File: src/rtl/ext_tick_pkg.sv
package ext_tick_pkg;

    localparam int CNT_W   = 16;
    localparam int SYNC_N  = 2;
    localparam int GROUP_W = 3;
    localparam int FILT_W  = 4;

    typedef enum logic [1:0] {
        DIV_1 = 2'b00,
        DIV_2 = 2'b01,
        DIV_4 = 2'b10,
        DIV_8 = 2'b11
    } div_e;

    // Last group index for a prescale code (ratio minus one)
    function automatic logic [GROUP_W-1:0] group_last(div_e d);
        case (d)
            DIV_1:   return GROUP_W'(0);
            DIV_2:   return GROUP_W'(1);
            DIV_4:   return GROUP_W'(3);
            default: return GROUP_W'(7);
        endcase
    endfunction

    // Consecutive-sample run length; zero means bypass
    function automatic logic [FILT_W-1:0] filt_len(logic [3:0] code);
        if (code == 4'd0) return '0;
        return FILT_W'({2'b00, code[3:2]} + 4'd1) << 1;
    endfunction

endpackage

File: src/rtl/trig_sync.sv
module trig_sync #(
    parameter int STAGES = ext_tick_pkg::SYNC_N
) (
    input  logic clk,
    input  logic rst,
    input  logic pin,
    input  logic invert,
    output logic lvl
);
    logic [STAGES-1:0] sh;

    generate
        if (STAGES == 1) begin : g_one
            always_ff @(posedge clk) begin
                if (rst) sh <= '0;
                else     sh <= pin ^ invert;
            end
        end else begin : g_chain
            always_ff @(posedge clk) begin
                if (rst) sh <= '0;
                else     sh <= {sh[STAGES-2:0], pin ^ invert};
            end
        end
    endgenerate

    assign lvl = sh[STAGES-1];
endmodule

File: src/rtl/trig_prescaler.sv
module trig_prescaler
    import ext_tick_pkg::*;
(
    input  logic clk,
    input  logic rst,
    input  logic clr,
    input  logic lvl,
    input  div_e div,
    output logic pre_lvl
);
    logic               prev;
    logic               sel;
    logic [GROUP_W-1:0] grp;
    logic               rise;

    assign rise = lvl & ~prev;

    always_ff @(posedge clk) begin
        if (rst) begin
            prev <= 1'b0;
            sel  <= 1'b0;
            grp  <= '0;
        end else begin
            prev <= lvl;
            if (clr) begin
                sel <= 1'b0;
                grp <= '0;
            end else if (rise) begin
                sel <= (grp == '0);
                grp <= (grp >= group_last(div)) ? '0 : grp + GROUP_W'(1);
            end
        end
    end

    assign pre_lvl = prev & sel;


    pre_rise_src_chk: assert property (@(posedge clk) disable iff (rst)
        $past(!rst) && $rose(pre_lvl) |-> $past(lvl) && !$past(prev));


    pre_clear_chk: assert property (@(posedge clk) disable iff (rst)
        $past(!rst) && $past(clr) |-> !pre_lvl);
endmodule

File: src/rtl/trig_filter.sv
module trig_filter
    import ext_tick_pkg::*;
(
    input  logic       clk,
    input  logic       rst,
    input  logic       clr,
    input  logic       in_lvl,
    input  logic [3:0] code,
    output logic       out_lvl
);
    logic [FILT_W-1:0] len;
    logic [FILT_W-1:0] run_c;

    assign len = filt_len(code);

    always_ff @(posedge clk) begin
        if (rst || clr) begin
            out_lvl <= 1'b0;
            run_c   <= '0;
        end else if (len == '0) begin
            out_lvl <= in_lvl;
            run_c   <= '0;
        end else if (in_lvl == out_lvl) begin
            run_c <= '0;
        end else if (run_c == len - FILT_W'(1)) begin
            out_lvl <= in_lvl;
            run_c   <= '0;
        end else begin
            run_c <= run_c + FILT_W'(1);
        end
    end


    filt_follow_chk: assert property (@(posedge clk) disable iff (rst)
        $past(!rst) && $past(!clr) && (out_lvl != $past(out_lvl)) |-> $past(in_lvl) == out_lvl);


    filt_min_run_chk: assert property (@(posedge clk) disable iff (rst)
        $past(!rst, 2) && $past(!clr, 2) && $past(len) != '0 && $stable(code)
        && $rose(out_lvl) |-> $past(in_lvl, 2));
endmodule

File: src/rtl/trig_counter.sv
module trig_counter #(
    parameter int W = ext_tick_pkg::CNT_W
) (
    input  logic         clk,
    input  logic         rst,
    input  logic         run,
    input  logic         ext_en,
    input  logic         filt_lvl,
    output logic [W-1:0] count
);
    logic fprev;
    logic tick;

    assign tick = filt_lvl & ~fprev;

    always_ff @(posedge clk) begin
        if (rst) begin
            fprev <= 1'b0;
            count <= '0;
        end else begin
            fprev <= ext_en ? filt_lvl : 1'b0;
            if (run && (!ext_en || tick))
                count <= count + W'(1);
        end
    end


    hold_when_idle_chk: assert property (@(posedge clk) disable iff (rst)
        $past(!rst) && !$past(run) |-> $stable(count));


    internal_step_chk: assert property (@(posedge clk) disable iff (rst)
        $past(!rst) && $past(run) && !$past(ext_en) |-> count == $past(count) + W'(1));


    ext_single_step_chk: assert property (@(posedge clk) disable iff (rst)
        $past(!rst) && $past(ext_en) |-> (count == $past(count)) || (count == $past(count) + W'(1)));


    wrap_to_zero_chk: assert property (@(posedge clk) disable iff (rst)
        $past(!rst) && $past(count) == {W{1'b1}} && !$stable(count) |-> count == '0);
endmodule

File: src/rtl/ext_tick_counter.sv
module ext_tick_counter
    import ext_tick_pkg::*;
(
    input  logic             clk,
    input  logic             rst,
    input  logic             trig_pin,
    input  logic             cfg_invert,
    input  logic [1:0]       cfg_div,
    input  logic [3:0]       cfg_filt,
    input  logic             cfg_ext_en,
    input  logic             cfg_run,
    output logic [CNT_W-1:0] count
);
    logic sync_lvl;
    logic pre_lvl;
    logic filt_lvl;
    logic clr;

    assign clr = ~cfg_ext_en;

    trig_sync #(.STAGES(SYNC_N)) u_sync (
        .clk(clk), .rst(rst), .pin(trig_pin), .invert(cfg_invert), .lvl(sync_lvl)
    );

    trig_prescaler u_pre (
        .clk(clk), .rst(rst), .clr(clr), .lvl(sync_lvl),
        .div(div_e'(cfg_div)), .pre_lvl(pre_lvl)
    );

    trig_filter u_filt (
        .clk(clk), .rst(rst), .clr(clr), .in_lvl(pre_lvl),
        .code(cfg_filt), .out_lvl(filt_lvl)
    );

    trig_counter #(.W(CNT_W)) u_cnt (
        .clk(clk), .rst(rst), .run(cfg_run), .ext_en(cfg_ext_en),
        .filt_lvl(filt_lvl), .count(count)
    );


    reset_zero_chk: assert property (@(posedge clk)
        $past(rst) |-> count == '0);
endmodule

File: config.mk
export PLATFORM = sky130hd
export DESIGN_NAME = ext_tick_counter
export DESIGN_NICKNAME = d
export VERILOG_FILES = /design/src/rtl/ext_tick_pkg.sv /design/src/rtl/trig_sync.sv /design/src/rtl/trig_prescaler.sv /design/src/rtl/trig_filter.sv /design/src/rtl/trig_counter.sv /design/src/rtl/ext_tick_counter.sv
export SDC_FILE = /design/constraint.sdc
export NUM_CORES = 1
export LEC_CHECK = 0
export CORE_MARGIN = 3
export CORE_UTILIZATION = 52
export CTS_CLUSTER_DIAMETER = 60
export DETAILED_ROUTE_END_ITERATION = 7
export GPL_ROUTABILITY_DRIVEN = 0
export PLACE_DENSITY = 0.89
export SETUP_SLACK_MARGIN = 0.1
export SLEW_MARGIN = 20
export SYNTH_ARGS = -nofsm -noshare
export SYNTH_HDL_FRONTEND = slang
export SYNTH_HIERARCHICAL = 1
export SYNTH_SLANG_ARGS = --single-unit
export TNS_END_PERCENT = 50
File: constraint.sdc
create_clock -name clk -period 2.7 [get_ports clk]
set_input_delay 0.405 -clock clk [delete_from_list [all_inputs] [get_ports clk]]
set_output_delay 0.405 -clock clk [all_outputs]
set_load 0.01 [all_outputs]
Word level (Yosys, flattened, before mapping)
Cells that the tools add are included.
Storage, ports and cells
  register bits after elaboration: 29
  latch bits: 0
  bits in writable memories: 0
  bits in read-only memories: 0
  input port bits: 12
  logic and storage cells: 49
  memories: 0
Operators by class
  add/sub/neg operators: 5
  $mul: 0
  divide/modulo/power cells: 0
  $lt $le $gt $ge: 1
  equality and inequality tests: 5
  shifts and indexed selects: 0
  mux-type cells: 11
  bitwise gates (word level): 7
  reduce and logical (&&, ||, !) cells: 12
Operator list (count)
  $add A16 B1 Y16 const B: 1
  $mux W3: 4
  $pmux W3 S3: 1
  $logic_not A4 Y1: 2
  $mux W4: 2
  $add A4 B1 Y4 const B: 1
  $eq A4 B4 Y1: 1
  $mux W1: 4
  $reduce_or A4 Y1: 1
  $sub A4 B1 Y4 const B: 1
  $add A2 B1 Y3 const B: 1
  $add A3 B1 Y3 const B: 1
  $and A1 B1 Y1: 3
  $ge A3 B3 Y1: 1
  $logic_not A3 Y1: 1
  $not A1 Y1: 3
  $eq A2 B1 Y1 const B: 1
  $eq A2 B2 Y1 const B: 1
  $logic_not A2 Y1: 1
  $logic_or A1 B1 Y1: 2
  $ne A2 B1 Y1 const B: 1
  $reduce_and A2 Y1: 1
  $reduce_bool A2 Y1: 1
  $reduce_or A2 Y1: 1
  4 further kinds: 4

Logic depth before layout (Yosys ltp)
Gate-level depths: netlist of the first run.
  depth in word-level cells: 8
  depth in mapped cells: 10
  mapped depth without buffers: 10

By module
Netlist of the first run, hierarchy kept.
By module, submodules not included
  trig_counter: times used 1, cells an instance 92, area each 822.0 um^2
  trig_filter: times used 1, cells an instance 37, area each 347.8 um^2
  trig_prescaler: times used 1, cells an instance 39, area each 340.3 um^2
  trig_sync: times used 1, cells an instance 5, area each 58.8 um^2
  ext_tick_counter: times used 1, cells an instance 1, area each 3.8 um^2

Worst setup path after synthesis of the first run
OpenSTA, ideal clock, no wires.
  kind: input to register
  start: in cfg_filt[2]
  end: reg u_filt.out_lvl
  library setup time: 0.072 ns
  arrival: 2.190 ns
  required time: 2.628 ns
  slack: 0.438 ns
  cell stages on the path: 10
  path buffers: 0
  cells stage by stage: inv_1 ha_1 nor3b_2 or2_4 ha_1 ha_1 xor2_1 o32ai_2 a211oi_4 mux2i_1
Between the ends
  word-level cells in the longest chain between the ends: 7
Ends and longest elaborated chain
  from (decl): line ext_tick_counter.sv:9  | input logic [3:0] cfg_filt,
  $logic_not A4 Y1: line ext_tick_pkg.sv:27  | if (code == 4'd0) return '0;
  $mux W1: line ext_tick_pkg.sv:27
  $mux W4 *: line ext_tick_pkg.sv:28  | return FILT_W'({2'b00, code[3:2]} + 4'd1) << 1;
  $sub A4 B1 Y4: line trig_filter.sv:25  | end else if (run_c == len - FILT_W'(1)) begin
  $eq A4 B4 Y1: line trig_filter.sv:25
  $reduce_bool A2 Y1 (no line)
  $reduce_and A2 Y1 (no line)
  to (signal assigned): line trig_filter.sv:21  | out_lvl <= in_lvl;
  to (signal assigned): line trig_filter.sv:26  | out_lvl <= in_lvl;
  to (decl): line trig_filter.sv:9  | output logic out_lvl
Every way passes the cells marked *; elsewhere a longest branch is shown, timed or not.
A chain may end at the register's enable or synchronous reset.

Final worst setup path of the first run
  start: in cfg_filt[1]
  end: reg u_filt.out_lvl
Between the ends
  word-level cells in the longest chain between the ends: 7
Ends and longest elaborated chain (line)
  $logic_not A4 Y1 *: ext_tick_pkg.sv:27
  $mux W1 *: ext_tick_pkg.sv:27
  $mux W4 *: ext_tick_pkg.sv:28
  $sub A4 B1 Y4: trig_filter.sv:25
  $eq A4 B4 Y1: trig_filter.sv:25
  $reduce_bool A2 Y1 (no line)
  $reduce_and A2 Y1 (no line)
Marked as above.

==> results of run 1 <==
-- metrics by stage --
step                      setup TNS (ps)  worst slack, ps
after global routing                   0              391
after floorplan                        0              438
after CTS                              0              127
final                                  0              433
after global placement              -149            -77.6
after detailed placement            -761             -208
-- logic make-up (layout without fill, tap and decap cells) --
| logic type | after synthesis | in the layout | share of synthesized area |
|---|---|---|---|
| compound gates | 33 | 33 | 0.151 |
| xor+xnor | 13 | 13 | 0.0724 |
| fa+ha+maj | 11 | 11 | 0.0875 |
| buf+inv | 17 | 54 | 0.0549 |
| flops | 29 | 29 | 0.369 |
| mux | 4 | 4 | 0.0270 |
| simple gates | 67 | 67 | 0.238 |
-- state kept, by name, summed over array words and instances (netlist names) --
signal          flops
u_pre/grp           3
u_sync/sh           2
u_pre/sel           1
u_filt/out_lvl      1
u_cnt/count        16
u_cnt/fprev         1
u_pre/prev          1
u_filt/run_c        4
-- placed cells by master (no fill, tap or decap), types with 2 or more instances in the layout --
master	netlist	layout
a21oi_1	13	13
buf_4	0	6
xnor2_1	9	9
clkbuf_4	0	5
nand2_1	14	14
o31ai_1	2	2
mux2i_1	2	2
mux2_2	2	2
o211ai_1	3	3
dlymetal6s2s_1	0	2
or4_1	2	2
xor2_1	4	4
nand3_1	6	6
a211oi_1	4	4
nor2b_1	5	5
nand4_1	3	3
clkdlybuf4s50_1	0	25
nand2b_1	2	2
dfxtp_1	29	29
or2_2	2	2
a2111oi_0	2	2
ha_1	11	11
or3_2	3	3
nor2_1	15	15
o21ai_0	3	3
inv_1	13	13
nor3_1	4	4
-- metal layers --
layer  vias to the layer above  global-route usage  wire (µm)
li1                        683                   -          -
met1                       664               0.226       1430
met2                        40               0.334       1690
met3                         4              0.0617        169
met4                         0              0.0867         40
met5                         -                   0          0
-- power by group --
group | leakage [nW] | internal (mW) | switching [mW]
combinational | 0.459 | 0.0460 | 0.0419
clock | 0.0455 | 0.221 | 0.149
sequential | 0.234 | 0.433 | 0.00526
total | 0.739 | 0.700 | 0.196
-- critical path, delay by kind of cell --
kind,cells,cell delay [ps]
simple gates,2,280
fa+ha+maj,2,500
compound gates,2,440
mux,1,220
buf+inv,1,480
xor+xnor,1,190
-- cells in the mapped netlist --
| library cell | n | area share |
|---|---|---|
| dfxtp_1 | 29 | 0.37 |
| nor2_1 | 15 | 0.036 |
| nand2_1 | 14 | 0.033 |
| a21oi_1 | 13 | 0.041 |
| inv_1 | 13 | 0.031 |
| ha_1 | 11 | 0.088 |
| xnor2_1 | 9 | 0.050 |
| nand3_1 | 6 | 0.019 |
| nor2b_1 | 5 | 0.020 |
| a211oi_1 | 4 | 0.019 |
| nor3_1 | 4 | 0.013 |
| xor2_1 | 4 | 0.022 |
| buf_6 | 3 | 0.021 |
| nand4_1 | 3 | 0.012 |
| o211ai_1 | 3 | 0.014 |
| o21ai_0 | 3 | 0.0095 |
| or3_2 | 3 | 0.014 |
| a2111oi_0 | 2 | 0.011 |
| mux2_2 | 2 | 0.014 |
| mux2i_1 | 2 | 0.013 |
| nand2b_1 | 2 | 0.0080 |
| o31ai_1 | 2 | 0.0095 |
| or2_2 | 2 | 0.0080 |
| or4_1 | 2 | 0.0095 |
| a2111o_1 | 1 | 0.0072 |
| a211oi_4 | 1 | 0.013 |
| a21bo_2 | 1 | 0.0064 |
| a31oi_1 | 1 | 0.0040 |
| and2_1 | 1 | 0.0040 |
| and3_2 | 1 | 0.0048 |
| and3b_1 | 1 | 0.0056 |
| and4_1 | 1 | 0.0056 |
| and4bb_1 | 1 | 0.0080 |
| clkbuf_1 | 1 | 0.0024 |
| nand2b_4 | 1 | 0.0087 |
| nand3b_1 | 1 | 0.0048 |
| nor3b_1 | 1 | 0.0048 |
| nor3b_2 | 1 | 0.0080 |
| o2111ai_1 | 1 | 0.0056 |
| o32ai_2 | 1 | 0.010 |
| or2_4 | 1 | 0.0056 |
| or3b_1 | 1 | 0.0056 |
-- final timing paths --
| kind | start | to | cells past startpoint |
|---|---|---|---|
| setup / recovery | cfg_filt[1] | u_filt/out_lvl$_SDFFE_PP0P_ | 9 |
| hold / removal | u_pre/sel$_SDFFE_PP0P_ | u_pre/sel$_SDFFE_PP0P_ | 2 |
| setup reg to reg | u_filt/out_lvl$_SDFFE_PP0P_ | u_cnt/count[15]$_SDFFE_PP0P_ | 4 |
| hold reg to reg | u_pre/sel$_SDFFE_PP0P_ | u_pre/sel$_SDFFE_PP0P_ | 2 |
-- area by class of cell --
cell class	instances	area (µm²)	share of cell area
tap	31	38.8	0.0196
timing repair buffer	33	320	0.162
sequential	29	581	0.293
clock inverter	1	30.0	0.0152
multi-input combinational	128	906	0.458
clock buffer	7	55.1	0.0278
inverter	13	48.8	0.0247
-- repair_timing --
action,CTS,global route
resized for setup,0,2
setup buffers,0,0
hold buffers,0,0
setup endpoints to repair,0,1
==> impl_metrics.csv, run 1 <==
group,metric,value,unit
layout,syn_to_final_growth,25.9,%
timing,skew,11.0,ps
grt,track_usage,0.197,
pwr,p_per_area,453,nW/µm²
route,firstDrtPassIters,4,
clock_tree,clk_path_buf_depth,2,
clock_tree,clkLatencyLatePin,320,ps
timing,hold_viol_final,0,
clock_tree,htree_levels,2,
route,drc,0,
critical_path,path_cells,"clkdlybuf4s50_1, nor3b_2, or2_4, ha_1, ha_1, xor2_1, o32ai_2, a211oi_4, mux2i_1",
critical_path,critPathSlowestCell,"clkdlybuf4s50_1",
route,vias_per_cell,5.75,
yosys,synth_nets,197,
timing,period_needed,2270,ps
floorplanning,rows,19,
critical_path,crit_fanout,5,
placed_design,placed_area,1890,µm²
critical_path,cp.arrival,2520,ps
placed_design,dp_cells,234,
layout,num-fill-cells,225,
timing,worst_slew_pin_slew,650,ps
pwr,fin_total_pwr,0.896,mW
timing,rsz0062_at_grt,"false",
floorplanning,die_w,61.0,µm
clock_tree,cts_num_sinks,29,
clock_tree,root_buffer,"clkbuf_4",
placed_design,io_buffer_count,27,
route,post_drt_wl_per_cell,13.8,µm
floorplanning,core-area,2830,µm²
critical_path,crit_required,2950,ps
route,routed_wl,3330,µm
timing,post-route-period-util,0.840,
layout,layoutNonFillerInstCount,242,
placed_design,dpl.hpwl,2570,µm
critical_path,slowest_delay,480,ps
timing,setup_violations,0,
hold_path,hp-class,"flip-flop to flip-flop",
outcome,outcome,"finished, final reports clean",
grt,grt_max_degree,16,
pwr,leakage,0.739,nW
layout,antennaDiodeCount,0,
floorplanning,start_util,0.556,
yosys,ys_ff_latch,29,
flow_run,max_cap_violations,0,
grt,antenna_found_initial,0,
critical_path,end_kind,"flip-flop",
critical_path,path_common_cell,"ha_1",
layout,nNetsFinal,233,
floorplanning,ios,28,
timing,timing.fmax,441,MHz
layout,fin_area,1980,µm²
grt,grt_pass1_wl,5410,µm
yosys,ys_types,42,
layout,final_util,0.700,
layout,drive_gt1_frac,0.128,
critical_path,critPathKind,"input pin to flip-flop",
clock_tree,cts_buffers,5,
floorplanning,die_h,61.0,µm
critical_path,start_kind,"input pin",
route,vias,1391,
yosys,synthCells,174,
timing,maxSlewHeadroom,0.555,
yosys,syn_avg_cell_area,9.04,µm²
route,drtAntennaViolNets,0,
floorplanning,dieArea,3720,µm²
critical_path,r2r_setup_slack,720,ps
route,drtIter0Drc,56,
clock_tree,cts_tree,"yes",
grt,grt_pass1_vias,1335,
yosys,ys_seq_area_frac,0.369,
timing,fin_hold_ws,457,ps
clock_tree,clk_pin_slew_worst_paths,90,ps
timing,slew_viol_final,0,
yosys,syn_area,1570,µm²
yosys,synth_warnings,6,
pwr,irDropWorstVdd,0.000444,V
grt,overflow,0,
No activity file was read; power rests on OpenSTA's default activity.
==> inputs of run 2 (changes only) <==
==> constraint.sdc (replaced) <==
create_clock -name clk -period 2.3 [get_ports clk]
set_input_delay 0.345 -clock clk [delete_from_list [all_inputs] [get_ports clk]]
set_output_delay 0.345 -clock clk [all_outputs]
set_load 0.01 [all_outputs]
==> impl_metrics.csv, run 2 (synthesized netlist as in run 1, its figures left out) <==
group,metric,value,unit
clock_tree,clkLatencyLatePin,330,ps
route,vias,1359,
critical_path,crit_fanout,5,
critical_path,rr_worst_depth,4,
clock_tree,root_buffer,"clkbuf_4",
hold_path,hp-class,"flip-flop to flip-flop",
timing,post-route-period-util,0.933,
clock_tree,htree_levels,2,
flow_run,max_cap_violations,0,
clock_tree,clk_pin_slew_worst_paths,80,ps
floorplanning,ios,28,
timing,maxSlewHeadroom,0.602,
layout,drive_gt1_frac,0.151,
critical_path,regToRegStartpoint,"u_filt/out_lvl$_SDFFE_PP0P_",
pwr,irDropWorstVdd,0.000521,V
layout,final_cell_mix,"dfxtp_1, clkdlybuf4s50_1, nor2_1",
pwr,p_sw,0.224,mW
hold_path,min_from,"u_sync/sh[0]$_SDFF_PP0_",
critical_path,rr_endpoint,"u_cnt/count[13]$_SDFFE_PP0P_",
floorplanning,dieArea,3720,µm²
clock_tree,hold_buffers,0,
grt,grt_max_degree,19,
critical_path,r2r_setup_slack,370,ps
hold_path,holdPathEnd,"u_sync/sh[1]$_SDFF_PP0_",
hold_path,hold_depth,1,
pwr,p_comb_frac,0.123,
pwr,p_per_area,471,nW/µm²
floorplanning,die_h,61.0,µm
layout,largest_reg_flops,16,
grt,grt_pass1_vias,1355,
timing,hold_viol_final,0,
route,vias_per_cell,5.59,
timing,worst_slew_pin_slew,582,ps
pwr,fin_total_pwr,0.936,mW
layout,top_register,"u_cnt/count",
grt,track_usage,0.205,
outcome,outcome,"finished, final reports clean",
timing,skew,5.80,ps
layout,reg_top3,"u_cnt/count (16), u_filt/run_c (4), u_pre/grp (3)",
timing,rsz0062_at_grt,"false",
pwr,p_seq_frac,0.549,
layout,final_util,0.702,
clock_tree,cts_buffers,5,
grt,overflow,0,
timing,slew_viol_final,0,
placed_design,io_buffer_count,27,
layout,antennaDiodeCount,0,
critical_path,crit_required,2560,ps
floorplanning,die_w,61.0,µm
pwr,clockPowerShare,0.328,
floorplanning,core-area,2830,µm²
route,drc,0,
pwr,swShare,0.239,
route,post_drt_wl_per_cell,14.0,µm
grt,antenna_found_initial,0,
pwr,p_int,0.712,mW
critical_path,critPathKind,"input pin to flip-flop",
route,drtIter0Drc,47,
timing,timing.fmax,466,MHz
critical_path,cp.arrival,2410,ps
clock_tree,cts_num_sinks,29,
clock_tree,clk_path_buf_depth,2,
layout,layout_commonest_cell,"dfxtp_1",
route,firstDrtPassIters,4,
route,drtAntennaViolNets,0,
clock_tree,cts_tree,"yes",
layout,syn_to_final_growth,26.3,%
route,routed_wl,3410,µm
layout,nNetsFinal,235,
placed_design,placed_area,1900,µm²
timing,setup_violations,0,
critical_path,end_kind,"flip-flop",
floorplanning,start_util,0.556,
layout,fin_area,1990,µm²
timing,period_needed,2150,ps
placed_design,dpl.hpwl,2640,µm
grt,grt_pass1_wl,5590,µm
pwr,leakage,0.719,nW
critical_path,start_kind,"input pin",
floorplanning,rows,19,
-- run 2: cell types whose count changed in the layout (fill, tap and decap cells not counted), sizes merged --
cell / delta
buf: +2
bufinv: -1
clkdlybuf4s15: +1
dlymetal6s2s: -2
clkbuf: +1
-- run 2: area by class of cell --
| class | instances | area (µm²) |
|---|---|---|
| Multi-Input combinational cell | 128 | 938 |
| Fill cell | 221 | 842 |
| Sequential cell | 29 | 581 |
| Timing Repair Buffer | 35 | 325 |
| Clock buffer | 7 | 55.1 |
| Inverter | 13 | 48.8 |
| Tap cell | 31 | 38.8 |
-- run 2: layer usage --
metal  track usage  wire length [µm]  vias to the layer above
met4        0.0960                78                        0
li1              -                 -                      688
met3        0.0638               177                        8
met5             0                 0                        -
met2         0.359              1750                       48
met1         0.224              1410                      615
-- run 2: critical path, stage by stage --
cell and delay, ps:
clkdlybuf4s15_1 190, inv_1 50, ha_1 180, nor3b_2 170
or2_4 260, ha_4 170, ha_4 260, xor2_2 140
o32ai_2 110, a211oi_4 330, mux2i_1 210
-- run 2: stage by stage --
stage | hold WS (ps) | setup slack [ps] | instances | TNS [ps]
after floorplan | 414 | 104 | 174 | 0
after global placement | 416 | -411 | 235 | -1820
after detailed placement | 442 | -568 | 235 | -2630
after CTS | 459 | 134 | 242 | 0
after global routing | 488 | 103 | 243 | 0
final | 458 | 154 | 243 | 0
-- run 2: what timing repair did --
| item | in CTS | in global routing |
|---|---|---|
| resized for setup | 4 | 4 |
| pin swaps | 2 | 3 |
| endpoints found under the hold margin | 0 | 0 |
| endpoints found under the setup margin | 5 | 5 |
| buffers inserted | 0 | 1 |
-- run 2: power groups by stage --
stage	logic [mW]	clock network [mW]	registers (mW)
final	0.115	0.307	0.514
after global routing	0.127	0.331	0.515
after global placement	0.0981	0	0.525
after CTS	0.113	0.318	0.514
after detailed placement	0.106	0	0.526
after floorplan	0.0605	0	0.525
-- run 2: worst max path at each step --
stage	start	end	slack, ps	cells after the start
2_1_floorplan	cfg_filt[2]	u_filt/out_lvl$_SDFFE_PP0P_	100	10
3_3_place_gp	cfg_filt[2]	u_filt/out_lvl$_SDFFE_PP0P_	-410	11
3_5_place_dp	cfg_filt[2]	u_filt/out_lvl$_SDFFE_PP0P_	-570	11
4_1_cts	cfg_filt[2]	u_filt/out_lvl$_SDFFE_PP0P_	130	11
5_1_grt	cfg_filt[3]	u_filt/out_lvl$_SDFFE_PP0P_	100	11
6_report	cfg_filt[3]	u_filt/out_lvl$_SDFFE_PP0P_	150	11
==> inputs of run 3 (changes only) <==
--- a/config.mk
+++ b/config.mk
@@ -6,11 +6,12 @@
 export NUM_CORES = 1
 export LEC_CHECK = 0
 export CORE_MARGIN = 3
-export CORE_UTILIZATION = 52
+export CORE_UTILIZATION = 54
+export CTS_BUF_LIST = sky130_fd_sc_hd__clkbuf_4
 export CTS_CLUSTER_DIAMETER = 60
 export DETAILED_ROUTE_END_ITERATION = 7
 export GPL_ROUTABILITY_DRIVEN = 0
-export PLACE_DENSITY = 0.89
+export PLACE_DENSITY = 0.92
 export SETUP_SLACK_MARGIN = 0.1
 export SLEW_MARGIN = 20
 export SYNTH_ARGS = -nofsm -noshare
==> constraint.sdc (replaced) <==
create_clock -name clk -period 2.4 [get_ports clk]
set_input_delay 0.36 -clock clk [delete_from_list [all_inputs] [get_ports clk]]
set_output_delay 0.36 -clock clk [all_outputs]
set_load 0.01 [all_outputs]
==> impl_metrics.csv, run 3 (synthesized netlist as in run 1, its figures left out) <==
group,metric,value,unit
placed_design,io_buffer_count,27,
timing,skew,7.73,ps
flow_run,max_cap_violations,0,
critical_path,start_kind,"input pin",
clock_tree,cts_buffers,5,
timing,setup_tns,0,ps
route,drc,0,
layout,largest_reg_flops,16,
route,drtAntennaViolNets,0,
pwr,irDropWorstVdd,0.000420,V
hold_path,hp-class,"flip-flop to flip-flop",
timing,worst_slew_pin_slew,553,ps
floorplanning,start_util,0.602,
layout,antennaDiodeCount,0,
critical_path,path_common_cell,"ha_1",
pwr,p_per_area,452,nW/µm²
layout,top_register,"u_cnt/count",
floorplanning,rows,18,
floorplanning,ios,28,
grt,antenna_found_initial,0,
layout,fin_area,1950,µm²
clock_tree,cts_num_sinks,29,
timing,fin_hold_ws,458,ps
pwr,leakage,0.719,nW
timing,fin_ws,189,ps
critical_path,crit_fanout,5,
timing,post-route-period-util,0.921,
layout,reg_top3,"u_cnt/count (16), u_filt/run_c (4), u_pre/grp (3)",
route,routed_wl,3590,µm
layout,layout_commonest_cell,"dfxtp_1",
floorplanning,die_h,60.0,µm
grt,overflow,0,
timing,timing.fmax,452,MHz
timing,period_needed,2210,ps
grt,grt_max_degree,18,
grt,grt_pass1_vias,1473,
grt,track_usage,0.231,
critical_path,path_cells,"dlygate4sd2_1, inv_1, ha_1, nor3b_2, or2_4, ha_1, ha_1, xor2_1, o32ai_2, a211oi_4, mux2i_1",
critical_path,slowest_delay,290,ps
route,vias_per_cell,5.65,
layout,syn_to_final_growth,23.9,%
critical_path,cp.arrival,2470,ps
clock_tree,clk_path_buf_depth,2,
layout,drive_gt1_frac,0.137,
clock_tree,clkLatencyLatePin,320,ps
critical_path,critPathSlowestCell,"a211oi_4",
critical_path,critPathKind,"input pin to flip-flop",
pwr,fin_total_pwr,0.880,mW
route,firstDrtPassIters,4,
floorplanning,dieArea,3600,µm²
critical_path,crit_family,"adder cells",
timing,maxSlewHeadroom,0.622,
route,post_drt_wl_per_cell,14.8,µm
layout,nNetsFinal,234,
timing,setup_violations,0,
grt,grt_pass1_wl,6210,µm
timing,rsz0062_at_grt,"false",
outcome,outcome,"finished, final reports clean",
timing,slew_viol_final,0,
layout,final_cell_mix,"dfxtp_1, clkdlybuf4s50_1, nor2_1",
placed_design,dp_slack,-444,ps
placed_design,placed_area,1900,µm²
critical_path,path_buf_inv,2,
critical_path,crit_required,2660,ps
route,vias,1368,
placed_design,dpl.hpwl,2740,µm
timing,hold_viol_final,0,
clock_tree,root_buffer,"clkbuf_4",
clock_tree,htree_levels,2,
clock_tree,clk_pin_slew_worst_paths,90,ps
floorplanning,core-area,2610,µm²
route,drtIter0Drc,81,
critical_path,end_kind,"flip-flop",
clock_tree,cts_tree,"yes",
floorplanning,die_w,60.0,µm
-- run 3: layout make-up --
cell class,count,area (µm²)
multi-input combinational,128,906
fill,190,664
sequential,29,581
timing repair buffer,34,320
inverter,13,48.8
clock buffer,6,45.0
tap,30,37.5
clock inverter,2,10.0
-- run 3: through the flow --
step | instances | util
detailed placement | 234 | 0.726
global placement | 234 | 0.726
CTS | 242 | 0.746
global route | 242 | 0.746
floorplan | 174 | -
finish | 242 | 0.746
-- run 3: power by group --
group          internal, mW  switching, mW
clock network         0.123          0.163
logic                0.0510         0.0502
registers             0.487        0.00589
-- run 3: repair_timing --
item                       4_1_cts  5_1_grt
hold buffers                     0        0
gates resized for setup          2        0
setup endpoints to repair        5        1
buffers inserted                 0        0
pin swaps                        4        1
-- run 3: routing by layer --
| layer | share of wire | GRT usage |
|---|---|---|
| met1 | 0.42 | 0.260 |
| met2 | 0.52 | 0.412 |
| met3 | 0.049 | 0.0691 |
| met4 | 0.013 | 0.0759 |
| met5 | 0 | 0 |
-- run 3: worst paths after layout --
check	slack, ps	from	endpoint	cells past startpoint
worst max register to register	350	u_filt/out_lvl$_SDFFE_PP0P_	u_cnt/count[15]$_SDFFE_PP0P_	4
worst min register to register	460	u_sync/sh[0]$_SDFF_PP0_	u_sync/sh[1]$_SDFF_PP0_	1
worst min-delay path	460	u_sync/sh[0]$_SDFF_PP0_	u_sync/sh[1]$_SDFF_PP0_	1
worst max-delay path	190	cfg_filt[2]	u_filt/out_lvl$_SDFFE_PP0P_	11
